### src/rtl/dfr_pkg.sv
package dfr_pkg;
  typedef enum logic [1:0] {
    ST_SIL = 2'd0,
    ST_ARM = 2'd1,
    ST_FRM = 2'd2
  } dfr_state_e;

  typedef enum logic [1:0] {
    RS_NONE   = 2'b00,
    RS_NORMAL = 2'b01,
    RS_VIOL   = 2'b10,
    RS_SHORT  = 2'b11
  } rx_sta_e;
endpackage

### src/rtl/dfr_polarity.sv
module dfr_polarity (
  input  logic clk,
  input  logic rst_n,
  input  logic sym_en,
  input  logic sym_mark,
  input  logic sym_pos,
  output logic viol
);
  logic last_pol_q, last_pol_d;

  // a mark repeating the previous mark's polarity breaks alternation
  assign viol = sym_mark && (sym_pos == last_pol_q);

  always_comb begin
    last_pol_d = last_pol_q;
    if (sym_en && sym_mark) last_pol_d = sym_pos;
  end

  always_ff @(posedge clk or negedge rst_n) begin
    if (!rst_n) last_pol_q <= 1'b0;
    else        last_pol_q <= last_pol_d;
  end

  a_r3_pol_follows_mark: assert property (@(posedge clk) disable iff (!rst_n)
    (sym_en && sym_mark) |=> (last_pol_q == $past(sym_pos)));
endmodule

### src/rtl/dfr_frame_ctl.sv
module dfr_frame_ctl
  import dfr_pkg::*;
#(
  parameter int FRAME_LEN = 12,
  parameter int SIL_LEN   = 4,
  parameter int M_SLOT    = 2
) (
  input  logic       clk,
  input  logic       rst_n,
  input  logic       sym_en,
  input  logic       sym_mark,
  input  logic       viol,
  output logic [1:0] rx_sta,
  output logic       m_stb,
  output logic       m_mark,
  output logic       m_cv
);
  localparam int ZW = $clog2(SIL_LEN + 1);
  localparam int BW = $clog2(FRAME_LEN);
  localparam logic [ZW-1:0] ZLIM = ZW'(SIL_LEN);
  localparam logic [BW-1:0] LAST = BW'(FRAME_LEN - 1);
  localparam logic [BW-1:0] MPOS = BW'(M_SLOT);

  dfr_state_e      state_q, state_d;
  logic [ZW-1:0]   zrun_q, zrun_d, zrun_inc;
  logic [BW-1:0]   bidx_q, bidx_d;
  rx_sta_e         sta_q, sta_d;

  assign zrun_inc = (zrun_q == ZLIM) ? zrun_q : zrun_q + 1'b1;
  assign m_mark   = sym_mark;
  assign m_cv     = viol;
  assign rx_sta   = sta_q;

  always_comb begin
    state_d = state_q;
    zrun_d  = zrun_q;
    bidx_d  = bidx_q;
    sta_d   = sta_q;
    m_stb   = 1'b0;
    if (sym_en) begin
      unique case (state_q)
        ST_SIL: begin
          if (sym_mark) zrun_d = '0;
          else begin
            zrun_d = zrun_inc;
            if (zrun_inc == ZLIM) state_d = ST_ARM;
          end
        end
        ST_ARM: begin
          if (sym_mark) begin
            state_d = ST_FRM;
            bidx_d  = BW'(1);
            zrun_d  = '0;
            sta_d   = viol ? RS_VIOL : RS_NORMAL;
          end
        end
        ST_FRM: begin
          m_stb  = (bidx_q == MPOS);
          zrun_d = sym_mark ? '0 : zrun_inc;
          if (bidx_q == LAST) begin
            state_d = ST_SIL;
            zrun_d  = '0;
          end else if (!sym_mark && zrun_inc == ZLIM) begin
            state_d = ST_ARM;
            sta_d   = RS_SHORT;
          end else begin
            bidx_d = bidx_q + 1'b1;
          end
        end
        default: state_d = ST_SIL;
      endcase
    end
  end

  always_ff @(posedge clk or negedge rst_n) begin
    if (!rst_n) begin
      state_q <= ST_SIL;
      zrun_q  <= '0;
      bidx_q  <= '0;
      sta_q   <= RS_NONE;
    end else begin
      state_q <= state_d;
      zrun_q  <= zrun_d;
      bidx_q  <= bidx_d;
      sta_q   <= sta_d;
    end
  end

  a_r10_idle_holds: assert property (@(posedge clk) disable iff (!rst_n)
    !sym_en |=> ($stable(state_q) && $stable(sta_q) && $stable(bidx_q)));
  a_r2_lf_status: assert property (@(posedge clk) disable iff (!rst_n)
    (state_q == ST_ARM && sym_en && sym_mark) |=>
      (sta_q == RS_NORMAL || sta_q == RS_VIOL) && state_q == ST_FRM);
  a_r1_no_frame_from_sil: assert property (@(posedge clk) disable iff (!rst_n)
    (state_q == ST_SIL) |=> (state_q != ST_FRM));
  a_r4_short_goes_armed: assert property (@(posedge clk) disable iff (!rst_n)
    (state_q == ST_FRM && sta_q != RS_SHORT && sta_d == RS_SHORT) |=> (state_q == ST_ARM));
endmodule

### src/rtl/dfr_mframe.sv
module dfr_mframe #(
  parameter int MF_LEN = 4,
  parameter int T_IDX  = 2
) (
  input  logic clk,
  input  logic rst_n,
  input  logic m_stb,
  input  logic m_mark,
  input  logic m_cv,
  output logic mslot_vld,
  output logic mslot_mbit,
  output logic mslot_tbit,
  output logic mf_start,
  output logic mf_lost
);
  localparam int IW = (MF_LEN > 1) ? $clog2(MF_LEN) : 1;
  localparam logic [IW-1:0] IMAX = IW'(MF_LEN - 1);
  localparam logic [IW-1:0] TPOS = IW'(T_IDX);

  logic [IW-1:0] idx_q, idx_d, idx_nxt;
  logic          sync_q, sync_d;
  logic          lost_q, lost_d;
  logic          tbit_q, tbit_d;
  logic          vld_q, vld_d, mbit_q, mbit_d, start_q, start_d;

  assign idx_nxt = (idx_q == IMAX) ? '0 : idx_q + 1'b1;

  always_comb begin
    idx_d   = idx_q;
    sync_d  = sync_q;
    lost_d  = lost_q;
    tbit_d  = tbit_q;
    vld_d   = m_stb;
    mbit_d  = m_stb ? m_mark : mbit_q;
    start_d = m_stb && m_cv;
    if (m_stb) begin
      if (m_cv) begin
        idx_d  = '0;
        sync_d = 1'b1;
        lost_d = 1'b0;
      end else if (sync_q) begin
        idx_d = idx_nxt;
        if (idx_nxt == '0) lost_d = 1'b1;
        if (idx_nxt == TPOS) tbit_d = m_mark;
      end
    end
  end

  always_ff @(posedge clk or negedge rst_n) begin
    if (!rst_n) begin
      idx_q   <= '0;
      sync_q  <= 1'b0;
      lost_q  <= 1'b0;
      tbit_q  <= 1'b0;
      vld_q   <= 1'b0;
      mbit_q  <= 1'b0;
      start_q <= 1'b0;
    end else begin
      idx_q   <= idx_d;
      sync_q  <= sync_d;
      lost_q  <= lost_d;
      tbit_q  <= tbit_d;
      vld_q   <= vld_d;
      mbit_q  <= mbit_d;
      start_q <= start_d;
    end
  end

  assign mslot_vld  = vld_q;
  assign mslot_mbit = mbit_q;
  assign mslot_tbit = tbit_q;
  assign mf_start   = start_q;
  assign mf_lost    = lost_q;

  a_r5_slot_single: assert property (@(posedge clk) disable iff (!rst_n)
    mslot_vld |=> !mslot_vld);
  a_r6_start_in_slot: assert property (@(posedge clk) disable iff (!rst_n)
    mf_start |-> mslot_vld);
  a_r8_start_clears_lost: assert property (@(posedge clk) disable iff (!rst_n)
    mf_start |-> !mf_lost);
  a_r7_tbit_held: assert property (@(posedge clk) disable iff (!rst_n)
    !mslot_vld |-> $stable(mslot_tbit));
endmodule

### src/rtl/ping_pong_deframer.sv
module ping_pong_deframer #(
  parameter int FRAME_LEN = 12,
  parameter int SIL_LEN   = 4,
  parameter int M_SLOT    = 2,
  parameter int MF_LEN    = 4,
  parameter int T_IDX     = 2
) (
  input  logic       clk,
  input  logic       rst_n,
  input  logic       sym_en,
  input  logic       sym_mark,
  input  logic       sym_pos,
  output logic [1:0] rx_sta,
  output logic       mslot_vld,
  output logic       mslot_mbit,
  output logic       mslot_tbit,
  output logic       mf_start,
  output logic       mf_lost
);
  logic rs1_q, rs2_q;
  logic viol, m_stb, m_mark, m_cv;

  always_ff @(posedge clk or negedge rst_n) begin
    if (!rst_n) begin
      rs1_q <= 1'b0;
      rs2_q <= 1'b0;
    end else begin
      rs1_q <= 1'b1;
      rs2_q <= rs1_q;
    end
  end

  dfr_polarity u_pol (
    .clk(clk), .rst_n(rs2_q), .sym_en(sym_en), .sym_mark(sym_mark),
    .sym_pos(sym_pos), .viol(viol)
  );

  dfr_frame_ctl #(.FRAME_LEN(FRAME_LEN), .SIL_LEN(SIL_LEN), .M_SLOT(M_SLOT)) u_ctl (
    .clk(clk), .rst_n(rs2_q), .sym_en(sym_en), .sym_mark(sym_mark), .viol(viol),
    .rx_sta(rx_sta), .m_stb(m_stb), .m_mark(m_mark), .m_cv(m_cv)
  );

  dfr_mframe #(.MF_LEN(MF_LEN), .T_IDX(T_IDX)) u_mf (
    .clk(clk), .rst_n(rs2_q), .m_stb(m_stb), .m_mark(m_mark), .m_cv(m_cv),
    .mslot_vld(mslot_vld), .mslot_mbit(mslot_mbit), .mslot_tbit(mslot_tbit),
    .mf_start(mf_start), .mf_lost(mf_lost)
  );
endmodule

### config.mk
export PLATFORM = sky130hd
export DESIGN_NAME = ping_pong_deframer
export DESIGN_NICKNAME = d
export VERILOG_FILES = /design/src/rtl/dfr_pkg.sv /design/src/rtl/dfr_polarity.sv /design/src/rtl/dfr_frame_ctl.sv /design/src/rtl/dfr_mframe.sv /design/src/rtl/ping_pong_deframer.sv
export SDC_FILE = /design/constraint.sdc
export NUM_CORES = 1
export LEC_CHECK = 0
export BUFFER_PORTS_ARGS = -buffer_cell sky130_fd_sc_hd__buf_2
export CORE_ASPECT_RATIO = 0.9
export CORE_MARGIN = 2
export CORE_UTILIZATION = 35
export CTS_CLUSTER_SIZE = 16
export DETAILED_ROUTE_END_ITERATION = 8
export HOLD_SLACK_MARGIN = 0.15
export PLACE_DENSITY_LB_ADDON = 0.05
export SLEW_MARGIN = 0
export SYNTH_ARGS = -nofsm -noshare
export SYNTH_HDL_FRONTEND = slang
export SYNTH_SLANG_ARGS = --single-unit
### constraint.sdc
create_clock -name clk -period 0.8 [get_ports clk]
set_clock_uncertainty 0.05 [all_clocks]
set_input_delay 0.08 -clock clk [delete_from_list [all_inputs] [get_ports clk]]
set_output_delay 0.08 -clock clk [all_outputs]
set_load 0.05 [all_outputs]
==> results of run 1 <==
[cell usage in the layout (no fill, tap or decap), types with 2 or more instances in the layout]
cell and instances:
o22ai_1 3, and2_1 3, a21oi_1 4, nand3_1 5, nand2_1 9, or3_1 2, clkbuf_8 4, ha_1 6
dfrtp_1 21, inv_1 8, buf_2 4, or2_4 2, buf_4 42, inv_2 5, a31oi_1 3, buf_6 12
nor2_1 4, mux2_4 2, o211ai_1 3, o2bb2ai_2 2, nand3b_1 2, ha_4 3
[worst min path at each step]
stage | end | slack, ns
floorplan | rs1_q$_DFF_PN0_ | -0.27
global placement | rs1_q$_DFF_PN0_ | -0.18
detailed placement | rs1_q$_DFF_PN0_ | -0.18
CTS | u_pol.last_pol_q$_DFFE_PN0P_ | 0.03
global route | u_pol.last_pol_q$_DFFE_PN0P_ | 0.03
finish | u_pol.last_pol_q$_DFFE_PN0P_ | 0.03
[Yosys cell counts]
cell type	instances
dfrtp_1	22
inv_1	13
ha_1	10
nand2_1	9
nand3_1	6
a21oi_1	5
nor2_1	5
a31oi_1	4
and2_1	3
mux2_2	3
o211ai_1	3
o21ai_0	3
o22ai_1	3
o2bb2ai_1	3
or2_2	3
buf_2	2
nand2b_1	2
nand3b_1	2
or3_1	2
a311o_1	1
a311oi_4	1
a31o_1	1
a31o_2	1
a32o_1	1
and3_1	1
conb_1	1
nand4_1	1
nand4b_1	1
nor2b_1	1
nor3b_1	1
nor4b_1	1
o2111ai_1	1
o32a_1	1
or3b_4	1
or4b_2	1
xnor2_1	1
[layout make-up]
| type | instances | area (µm²) | area share [%] |
|---|---|---|---|
| Sequential cell | 22 | 552 | 28.0 |
| Inverter | 13 | 48.8 | 2.47 |
| Multi-Input combinational cell | 83 | 762 | 38.6 |
| Tap cell | 44 | 55.1 | 2.79 |
| Timing Repair Buffer | 60 | 500 | 25.4 |
| Clock buffer | 4 | 55.1 | 2.79 |
[power by group]
part	switching (mW)	internal, mW	leakage, nW	total [mW]
Combinational	1.63	1.88	0.616	3.51
Sequential	0.214	1.37	0.286	1.58
Clock	0.370	0.439	0.0288	0.809
Total	2.22	3.69	0.931	5.91
[routing by layer]
metal,share of wire [%],up-vias,GRT usage (%)
met1,49,535,23.8
li1,-,551,-
met5,0,-,0
met2,46,13,29.3
met4,2.0,0,6.71
met3,2.4,7,3.95
[stage by stage]
stage | power (mW) | cell area, µm² | setup slack (ns) | std cells | TNS [ns]
after global placement | 4.45 | 1690 | -1.18 | 211 | -18.24
after detailed placement | 4.52 | 1690 | -1.22 | 211 | -18.59
after global routing | 6.36 | 1970 | -1.21 | 226 | -19.50
after floorplan | 3.28 | 1300 | -1.18 | 120 | -15.66
after CTS | 5.94 | 1970 | -1.14 | 225 | -17.91
final | 5.91 | 1970 | -1.13 | 226 | -17.72
[critical path: cells and delay by family (launching register included)]
family / cells / cell delay [ns]
buf+inv: 2 / 0.24
fa+ha+maj: 1 / 0.16
compound gates: 2 / 0.53
flops: 1 / 0.40
simple gates: 2 / 0.45
[what timing repair did]
item | 4_1_cts | 5_1_grt
setup buffers | 9 | 2
resized for setup | 37 | 1
endpoints found under the setup margin | 27 | 27
hold endpoints to repair | 3 | 3
pin swaps | 8 | 1
cloned | 0 | 0
[flip-flops by register name, indices dropped and copies added, names as in the netlist, 2 cells and up]
signal         flops
u_ctl.state_q      2
u_mf.idx_q         2
u_ctl.rx_sta       2
u_ctl.zrun_q       3
u_ctl.bidx_q       4
[logic make-up (layout without fill, tap and decap cells)]
| group | after synthesis | in the layout | synth area share (%) |
|---|---|---|---|
| AO/OA/AOI/OAI | 28 | 28 | 17.6 |
| XOR/XNOR | 1 | 1 | 0.717 |
| adder cells (fa/ha/maj) | 10 | 10 | 10.2 |
| buffers and inverters | 15 | 77 | 4.82 |
| flip-flops | 22 | 22 | 45.1 |
| multiplexers | 3 | 3 | 2.77 |
| other | 1 | 1 | 0.307 |
| AND/OR/NAND/NOR | 40 | 40 | 18.4 |
==> out/qor.yml, run 1 <==
floorplan:
  coreArea_um2: 3350
  initial_core_util_pct: 36.4
  fp.dieW_um: 66.3
  rows: 20
  pin_count: 12
  die_area_um2: 3980
  die_y_um: 60.0
sta:
  post-route-period-util_pct: 242
  setup_viol: 27
  fmax_mhz: 518
  period_needed_ns: 1.93
  hold_slack_ns: 0.0315
  rsz0062_at_grt: "yes"
  hold_viol_final: 0
  finalWorstSetupSlack_ns: -1.13
  drv_slew: 0
layout:
  antennaDiodeCount: 0
  area_growth_pct: 61.6
  finalCoreUtilization_pct: 58.8
  nets: 198
  nFillCells: 297
  drive_above_1_share_pct: 51.6
worst_setup_path:
  crit_path_max_fanout: 3
  crit_path_end: "u_ctl.state_q[1]$_DFFE_PN0P_"
  cp.required_ns: 0.90
  startpoint: "u_ctl.zrun_q[1]$_DFFE_PN0P_"
  cp_slowest_cell: "or3b_4"
  cpPeakStageDelay_ns: 0.41
  timing.rr.end: "u_ctl.state_q[1]$_DFFE_PN0P_"
  r2r-start: "u_ctl.zrun_q[1]$_DFFE_PN0P_"
  start_kind: "flip-flop"
  worst_setup_path_end_kind: "flip-flop"
  r2r_slack_ns: -1.13
  path_class: "reg -> reg"
  critPathArrivalTime_ns: 2.03
  reg2regPathDepth: 7
  worstPathCellList: "inv_2 -> ha_4 -> or3b_4 -> a311oi_4 -> buf_4 -> nor2_1 -> o32a_1"
placement:
  routabilityCongestion: 0.798
  hpwl_mm: 2.27
  io_buffers: 11
clocking:
  cts_tree: "built"
  clk-insertion-delay-late_ns: 0.26
  hold_buffers: 1
  cts_root_buf: "clkbuf_8"
  cts-buffers-inserted: 3
  clock-sinks: 22
  cts.path.max_buffers: 2
  clkTransAtPathRegs_ns: 0.08
  htreeDepth: 1
routing:
  drcViolationCount: 0
  drt_iter0_drc: 82
  viasPerCell: 4.89
  wl_per_cell_um: 13.7
  vias: 1106
  drtPass1Iterations: 4
  wl_mm: 3.11
  ant_nets: 0
worst_hold_path:
  min_path_cells: 2
  hold_start: "sym_pos"
  min_path_type: "in -> reg"
logic_synthesis:
  syn-num-nets: 135
  yosys.area.top_type: "dfrtp_1"
  yosys.area.top_type_share_pct: 45.1
  seq_area_frac_synth_pct: 45.1
  synthCells: 120
  yosysWarnings: 0
  yosys-top-cells-area: "dfrtp_1 (45%), ha_1 (10%), inv_1 (4.0%)"
  syn_area_um2: 1220
  synth_seq_cells: 22
  avgSynthCellArea_um2: 10.2
  ys_types: 36
grt:
  gr-total-overflow: 0
  antenna_found_initial: 0
  grt_start_max_net_pins: 21
  grt_pass1_vias: 1125
  grt_pass1_wl_mm: 5.30
  grt_use_total_pct: 18.1
outcome:
  violations: "setup timing"
  status: "finished with violations"
power:
  power_density_nw_per_um2: 2990
  vdd_ir_drop_max_uv: 1570
  p_leak_nw: 0.931
run:
  drv_cap: 0
No activity file was read; power rests on OpenSTA's default activity.
==> run 2, diff against run 1 <==
==> constraint.sdc (replaced) <==
create_clock -name clk -period 0.8 [get_ports clk]
set_clock_uncertainty 0.05 [all_clocks]
set_input_delay 0 -clock clk [delete_from_list [all_inputs] [get_ports clk]]
set_output_delay 0 -clock clk [all_outputs]
set_load 0.05 [all_outputs]
==> run 2 against run 1 <==
The run ends with hold timing, setup timing left. Setup slack hardly changed. Non-clock buffer count is 2 lower. Via count is 0.18% higher. Count of clock-buffer cells in the layout stayed put. Final cell count is 0.88% lower. Combinational power is 2% lower. Critical path type unchanged.
==> out/qor.yml, run 2 (synthesized netlist as in run 1, its figures left out) <==
grt:
  antenna_found_initial: 0  # unchanged
  grt_pass1_vias: 1100  # -2.2%
  grt_use_total_pct: 17.8  # -0.31 points
  grt_pass1_wl_mm: 5.18  # -2.2%
  grt_start_max_net_pins: 21  # unchanged
  gr-total-overflow: 0  # unchanged
layout:
  final_common_cell: "buf_4"
  stdcell_count: 224  # -0.88%
  final_cell_mix: "buf_4 (39), dfrtp_1 (21), buf_6 (12)"
  largest_reg_flops: 4  # unchanged
  stdcell_area_um2: 1960  # -0.63%
  nFillCells: 292  # -1.7%
  seqCellArea_um2: 552  # unchanged
  regMostFlops: "u_ctl.bidx_q"
  drive_above_1_share_pct: 50.6  # -1.1 points
  nets: 196  # -1.0%
  largest_registers: "u_ctl.bidx_q (4), u_ctl.zrun_q (3)"
  antennaDiodeCount: 0  # unchanged
  area_growth_pct: 60.6
  multi_input_area_um2: 762  # unchanged
floorplan:
  die_area_um2: 3980  # unchanged
  rows: 20  # unchanged
  die_y_um: 60.0  # unchanged
  fp.dieW_um: 66.3  # unchanged
  initial_core_util_pct: 36.4  # unchanged
  coreArea_um2: 3350  # unchanged
  pin_count: 12  # unchanged
power:
  switching_power_mw: 2.21  # -0.42%
  comb_power_share_pct: 58.9  # -0.6 points
  clock_power_share_pct: 13.9  # +0.2 points
  power_density_nw_per_um2: 2990  # -0.14%
  total_power_mw: 5.86  # -0.77%
  p_int_mw: 3.65  # -0.99%
  p_leak_nw: 0.919  # -1.3%
  vdd_ir_drop_max_uv: 1570  # +0.20%
  seq_power_share_pct: 27.2  # +0.4 points
  swShare_pct: 37.7  # +0.13 points
sta:
  fmax_mhz: 517  # about the same
  tns_ns: -17.11  # +0.607 ns
  rsz0062_at_grt: "yes"
  period_needed_ns: 1.93  # +0.000360 ns
  hold_viol_final: 1  # +1
  post-route-period-util_pct: 242  # about the same
  drv_slew: 0  # unchanged
  setup_viol: 27  # unchanged
  finalWorstSetupSlack_ns: -1.13  # -0.000360 ns
  hold_slack_ns: -0.0473  # -0.0787 ns
routing:
  drtPass1Iterations: 4  # unchanged
  viasPerCell: 4.95  # +1.1%
  drt_iter0_drc: 88  # +7.3%
  vias: 1108  # +0.18%
  wl_mm: 3.06  # -1.7%
  ant_nets: 0  # unchanged
  wl_per_cell_um: 13.6  # -0.80%
  drcViolationCount: 0  # unchanged
worst_setup_path:
  worst_setup_path_end_kind: "flip-flop"
  startpoint: "u_ctl.zrun_q[1]$_DFFE_PN0P_"
  cp.required_ns: 0.90  # about the same
  critPathArrivalTime_ns: 2.03  # about the same
  timing.rr.end: "u_ctl.state_q[1]$_DFFE_PN0P_"
  cp_slowest_cell: "or3b_4"
  path_class: "reg -> reg"
  r2r_slack_ns: -1.13  # about the same
  crit_path_max_fanout: 3  # unchanged
  start_kind: "flip-flop"
  worstPathCellList: "inv_2 -> ha_4 -> or3b_4 -> a311oi_4 -> buf_4 -> nor2_1 -> o32a_1"
  r2r-start: "u_ctl.zrun_q[1]$_DFFE_PN0P_"
  reg2regPathDepth: 7  # unchanged
  crit_path_end: "u_ctl.state_q[1]$_DFFE_PN0P_"
  cpPeakStageDelay_ns: 0.41  # about the same
placement:
  routabilityCongestion: 0.798  # unchanged
  io_buffers: 11  # unchanged
  hpwl_mm: 2.27  # unchanged
  dp.cells: 211  # unchanged
  placed_cell_area_um2: 1690  # unchanged
  dpl_worst_slack_ns: -1.22  # unchanged
clocking:
  clk-insertion-delay-late_ns: 0.26  # about the same
  hold_buffers: 2  # +1
  htreeDepth: 1  # unchanged
  cts.path.max_buffers: 2  # unchanged
  cts-buffers-inserted: 3  # unchanged
  clkTransAtPathRegs_ns: 0.08  # about the same
  clock-sinks: 22  # unchanged
  cts_tree: "built"
  cts_root_buf: "clkbuf_8"
outcome:
  violations: "hold timing, setup timing"
  status: "finished with violations"
run:
  drv_cap: 0  # unchanged
worst_hold_path:
  min_path_type: "in -> reg"
-- run 2: metal layers --
metal	global-route usage (%)	up-vias	part of all wire [%]
met3	3.95	7	4.2
met1	23.8	524	49
li1	-	549	-
met4	6.71	0	2.0
met5	0	-	0
met2	28.1	28	45
-- run 2: worst max-delay path, delay by kind of cell, from the launching register on --
| kind | cells | cell delay (ns) |
|---|---|---|
| AOI/OAI and AO/OA | 2 | 0.53 |
| DFF | 1 | 0.40 |
| and+or+nand+nor | 2 | 0.45 |
| buffers and inverters | 2 | 0.24 |
| adders and majority gates | 1 | 0.16 |
-- run 2: final cells by class --
| cell class | count | area share [%] |
|---|---|---|
| clock buffer | 4 | 2.81 |
| inverter | 13 | 2.49 |
| multi-input combinational | 83 | 38.9 |
| sequential | 22 | 28.1 |
| tap | 44 | 2.81 |
| timing repair buffer | 58 | 24.9 |
-- run 2: worst min-delay path by stage --
stage / start / slack [ns] / cells after the start / to
floorplan: rst_n / -0.35 / 0 / rs1_q$_DFF_PN0_
global placement: rst_n / -0.26 / 1 / rs1_q$_DFF_PN0_
detailed placement: rst_n / -0.26 / 1 / rs1_q$_DFF_PN0_
CTS: sym_pos / -0.05 / 2 / u_pol.last_pol_q$_DFFE_PN0P_
global route: sym_pos / -0.06 / 2 / u_pol.last_pol_q$_DFFE_PN0P_
finish: sym_pos / -0.05 / 2 / u_pol.last_pol_q$_DFFE_PN0P_
-- run 2: power by group through the flow --
stage	registers (mW)	logic [mW]	clock network, mW
finish	1.60	3.45	0.815
global route	1.63	3.78	0.896
CTS	1.59	3.45	0.832
detailed placement	1.58	2.95	0
global placement	1.56	2.90	0
floorplan	1.85	1.43	0
-- run 2: stage by stage --
stage                     util (%)  hold slack [ns]
after floorplan                  -           -0.346
after global placement        50.4           -0.265
after detailed placement      50.4           -0.262
after CTS                     58.4          -0.0501
after global routing          58.5          -0.0572
final                         58.5          -0.0473
-- run 2: repair_timing --
item / CTS / global route
pin swaps: 8 / 1
setup endpoints to repair: 27 / 27
setup buffers: 6 / 2
resized for setup: 37 / 1
endpoints found under the hold margin: 5 / 3
cloned: 0 / 0
==> run 3, diff against run 2 <==
--- a/config.mk
+++ b/config.mk
@@ -5,9 +5,10 @@
 export SDC_FILE = /design/constraint.sdc
 export NUM_CORES = 1
 export LEC_CHECK = 0
+export ABC_CLOCK_PERIOD_IN_PS = 800
 export BUFFER_PORTS_ARGS = -buffer_cell sky130_fd_sc_hd__buf_2
 export CORE_ASPECT_RATIO = 0.9
-export CORE_MARGIN = 2
+export CORE_MARGIN = 3
 export CORE_UTILIZATION = 35
 export CTS_CLUSTER_SIZE = 16
 export DETAILED_ROUTE_END_ITERATION = 8
==> run 3 against run 2 <==
The run still ends with hold timing, setup timing left. Cell area up 3.0%. Wire length is 2.1% higher. Global-route usage down 1.7 points. Combinational power about the same. Clock power fell by 1%. Total power rose by 0.10%. Largest cell class unchanged.
==> out/qor.yml, run 3 (synthesized netlist as in run 1, its figures left out) <==
routing:
  routed.top_layer: "met4"
  wl_mm: 3.12  # +2.1%
  drtPass1Iterations: 4  # unchanged
  wl_per_cell_um: 14.0  # +2.6%
  drt_iter0_drc: 48  # -45%
  met3_length_um: 80  # -37%
  viasPerCell: 4.87  # -1.5%
  vias: 1087  # -1.9%
  drcViolationCount: 0  # unchanged
  met1_length_mm: 1.38  # -7.2%
  ant_nets: 0  # unchanged
  route.met2.wl_mm: 1.61  # +17%
clocking:
  cts.path.max_buffers: 2  # unchanged
  cts_tree: "built"
  clk-insertion-delay-late_ns: 0.27  # about the same
  hold_buffers: 2  # unchanged
  htreeDepth: 1  # unchanged
  clkTransAtPathRegs_ns: 0.07  # about the same
  cts_root_buf: "clkbuf_8"
  clock-sinks: 22  # unchanged
  cts-buffers-inserted: 3  # unchanged
grt:
  gr-total-overflow: 0  # unchanged
  grt_start_max_net_pins: 14  # -33%
  antenna_found_initial: 0  # unchanged
  grt_pass1_vias: 1103  # +0.27%
  grt_pass1_wl_mm: 5.02  # -3.0%
  grt_use_total_pct: 16.1  # -1.7 points
power:
  power_density_nw_per_um2: 2910  # -2.8%
  vdd_ir_drop_max_uv: 1550  # -1.4%
  p_leak_nw: 0.930  # +1.2%
layout:
  nFillCells: 267  # -8.6%
  final_common_cell: "buf_4"
  drive_above_1_share_pct: 53.6  # +3.0 points
  multi_input_area_um2: 812  # +6.6%
  final_cell_mix: "buf_4 (39), dfrtp_1 (21), buf_6 (13)"
  seqCellArea_um2: 552  # unchanged
  finalCoreUtilization_pct: 63.4  # +4.9 points
  regMostFlops: "u_ctl.bidx_q"
  largest_registers: "u_ctl.bidx_q (4), u_ctl.zrun_q (3)"
  largest_reg_flops: 4  # unchanged
  nets: 197  # +0.51%
  area_growth_pct: 65.4
  antennaDiodeCount: 0  # unchanged
worst_setup_path:
  start_kind: "flip-flop"
  cp.required_ns: 0.90  # about the same
  crit_path_max_fanout: 3  # unchanged
  critPathArrivalTime_ns: 2.03  # about the same
  worst_setup_path_end_kind: "flip-flop"
  path_class: "reg -> reg"
sta:
  finalWorstSetupSlack_ns: -1.14  # -0.00549 ns
  hold_viol_final: 1  # unchanged
  rsz0062_at_grt: "yes"
  period_needed_ns: 1.94  # +0.00549 ns
  fmax_mhz: 516  # -0.28%
  hold_slack_ns: -0.0423  # +0.00499 ns
  post-route-period-util_pct: 242  # +0.69 points
  drv_slew: 0  # unchanged
  setup_viol: 27  # unchanged
floorplan:
  rows: 19  # -5.0%
  coreArea_um2: 3190  # -5.0%
  die_area_um2: 4230  # +6.5%
  initial_core_util_pct: 38.3  # +1.9 points
  pin_count: 12  # unchanged
  die_y_um: 62.0  # +3.3%
  fp.dieW_um: 68.3  # +3.0%
placement:
  routabilityCongestion: 0.839  # +5.1%
  dpl_worst_slack_ns: -1.24  # -0.0218 ns
  io_buffers: 11  # unchanged
  hpwl_mm: 2.41  # +6.1%
worst_hold_path:
  min_path_type: "in -> reg"
outcome:
  violations: "hold timing, setup timing"
  status: "finished with violations"
run:
  drv_cap: 0  # unchanged
## run 3: final timing paths
check                                            startpoint                           end  slack, ns  depth (start not counted)
worst max-delay path            u_ctl.zrun_q[1]$_DFFE_PN0P_  u_ctl.state_q[0]$_DFFE_PN0P_      -1.14                          7
worst min-delay path                                sym_pos  u_pol.last_pol_q$_DFFE_PN0P_      -0.04                          2
worst max register to register  u_ctl.zrun_q[1]$_DFFE_PN0P_  u_ctl.state_q[0]$_DFFE_PN0P_      -1.14                          7
worst min register to register              rs2_q$_DFF_PN0_   u_ctl.zrun_q[1]$_DFFE_PN0P_       0.05                          0
max in group asynchronous                             rst_n               rs2_q$_DFF_PN0_       0.04                          3
min in group asynchronous                   rs2_q$_DFF_PN0_   u_ctl.zrun_q[1]$_DFFE_PN0P_       0.05                          0
## run 3: report_power, final
part / switching (mW) / total (mW) / internal [mW]
clock network: 0.365 / 0.803 / 0.439
logic: 1.65 / 3.47 / 1.82
registers: 0.228 / 1.60 / 1.37
total: 2.24 / 5.87 / 3.62
## run 3: per-layer routing
metal,GRT usage (%),up-vias
li1,-,549
met1,20.6,519
met2,27.1,15
met3,4.14,4
met4,4.53,0
met5,0,-
## run 3: critical path, cell delays in order (launching register included)
cell      delay, ns
dfrtp_1        0.41
inv_2          0.07
ha_4           0.18
or3b_4         0.39
a311oi_4       0.23
buf_4          0.17
o211ai_1       0.09
a32o_1         0.23
## run 3: final cells by class
cell class,count,share of cell area (%)
Multi-Input combinational cell,83,40.2
Sequential cell,22,27.3
Timing Repair Buffer,59,24.7
Clock buffer,4,2.73
Tap cell,42,2.60
Inverter,13,2.42
## run 3: repair_timing
action,CTS,global route
setup buffers,2,5
pin swaps,7,7
endpoints found under the hold margin,8,6
resized for setup,37,10
setup endpoints to repair,27,27
## run 3: through the flow
step / setup TNS [ns] / power [mW] / cell area, µm² / cells
floorplan: -15.66 / 3.28 / 1300 / 120
global placement: -17.20 / 4.41 / 1710 / 212
detailed placement: -17.84 / 4.48 / 1710 / 212
CTS: -17.48 / 5.74 / 1930 / 219
global route: -18.63 / 6.26 / 2020 / 223
finish: -16.84 / 5.87 / 2020 / 223
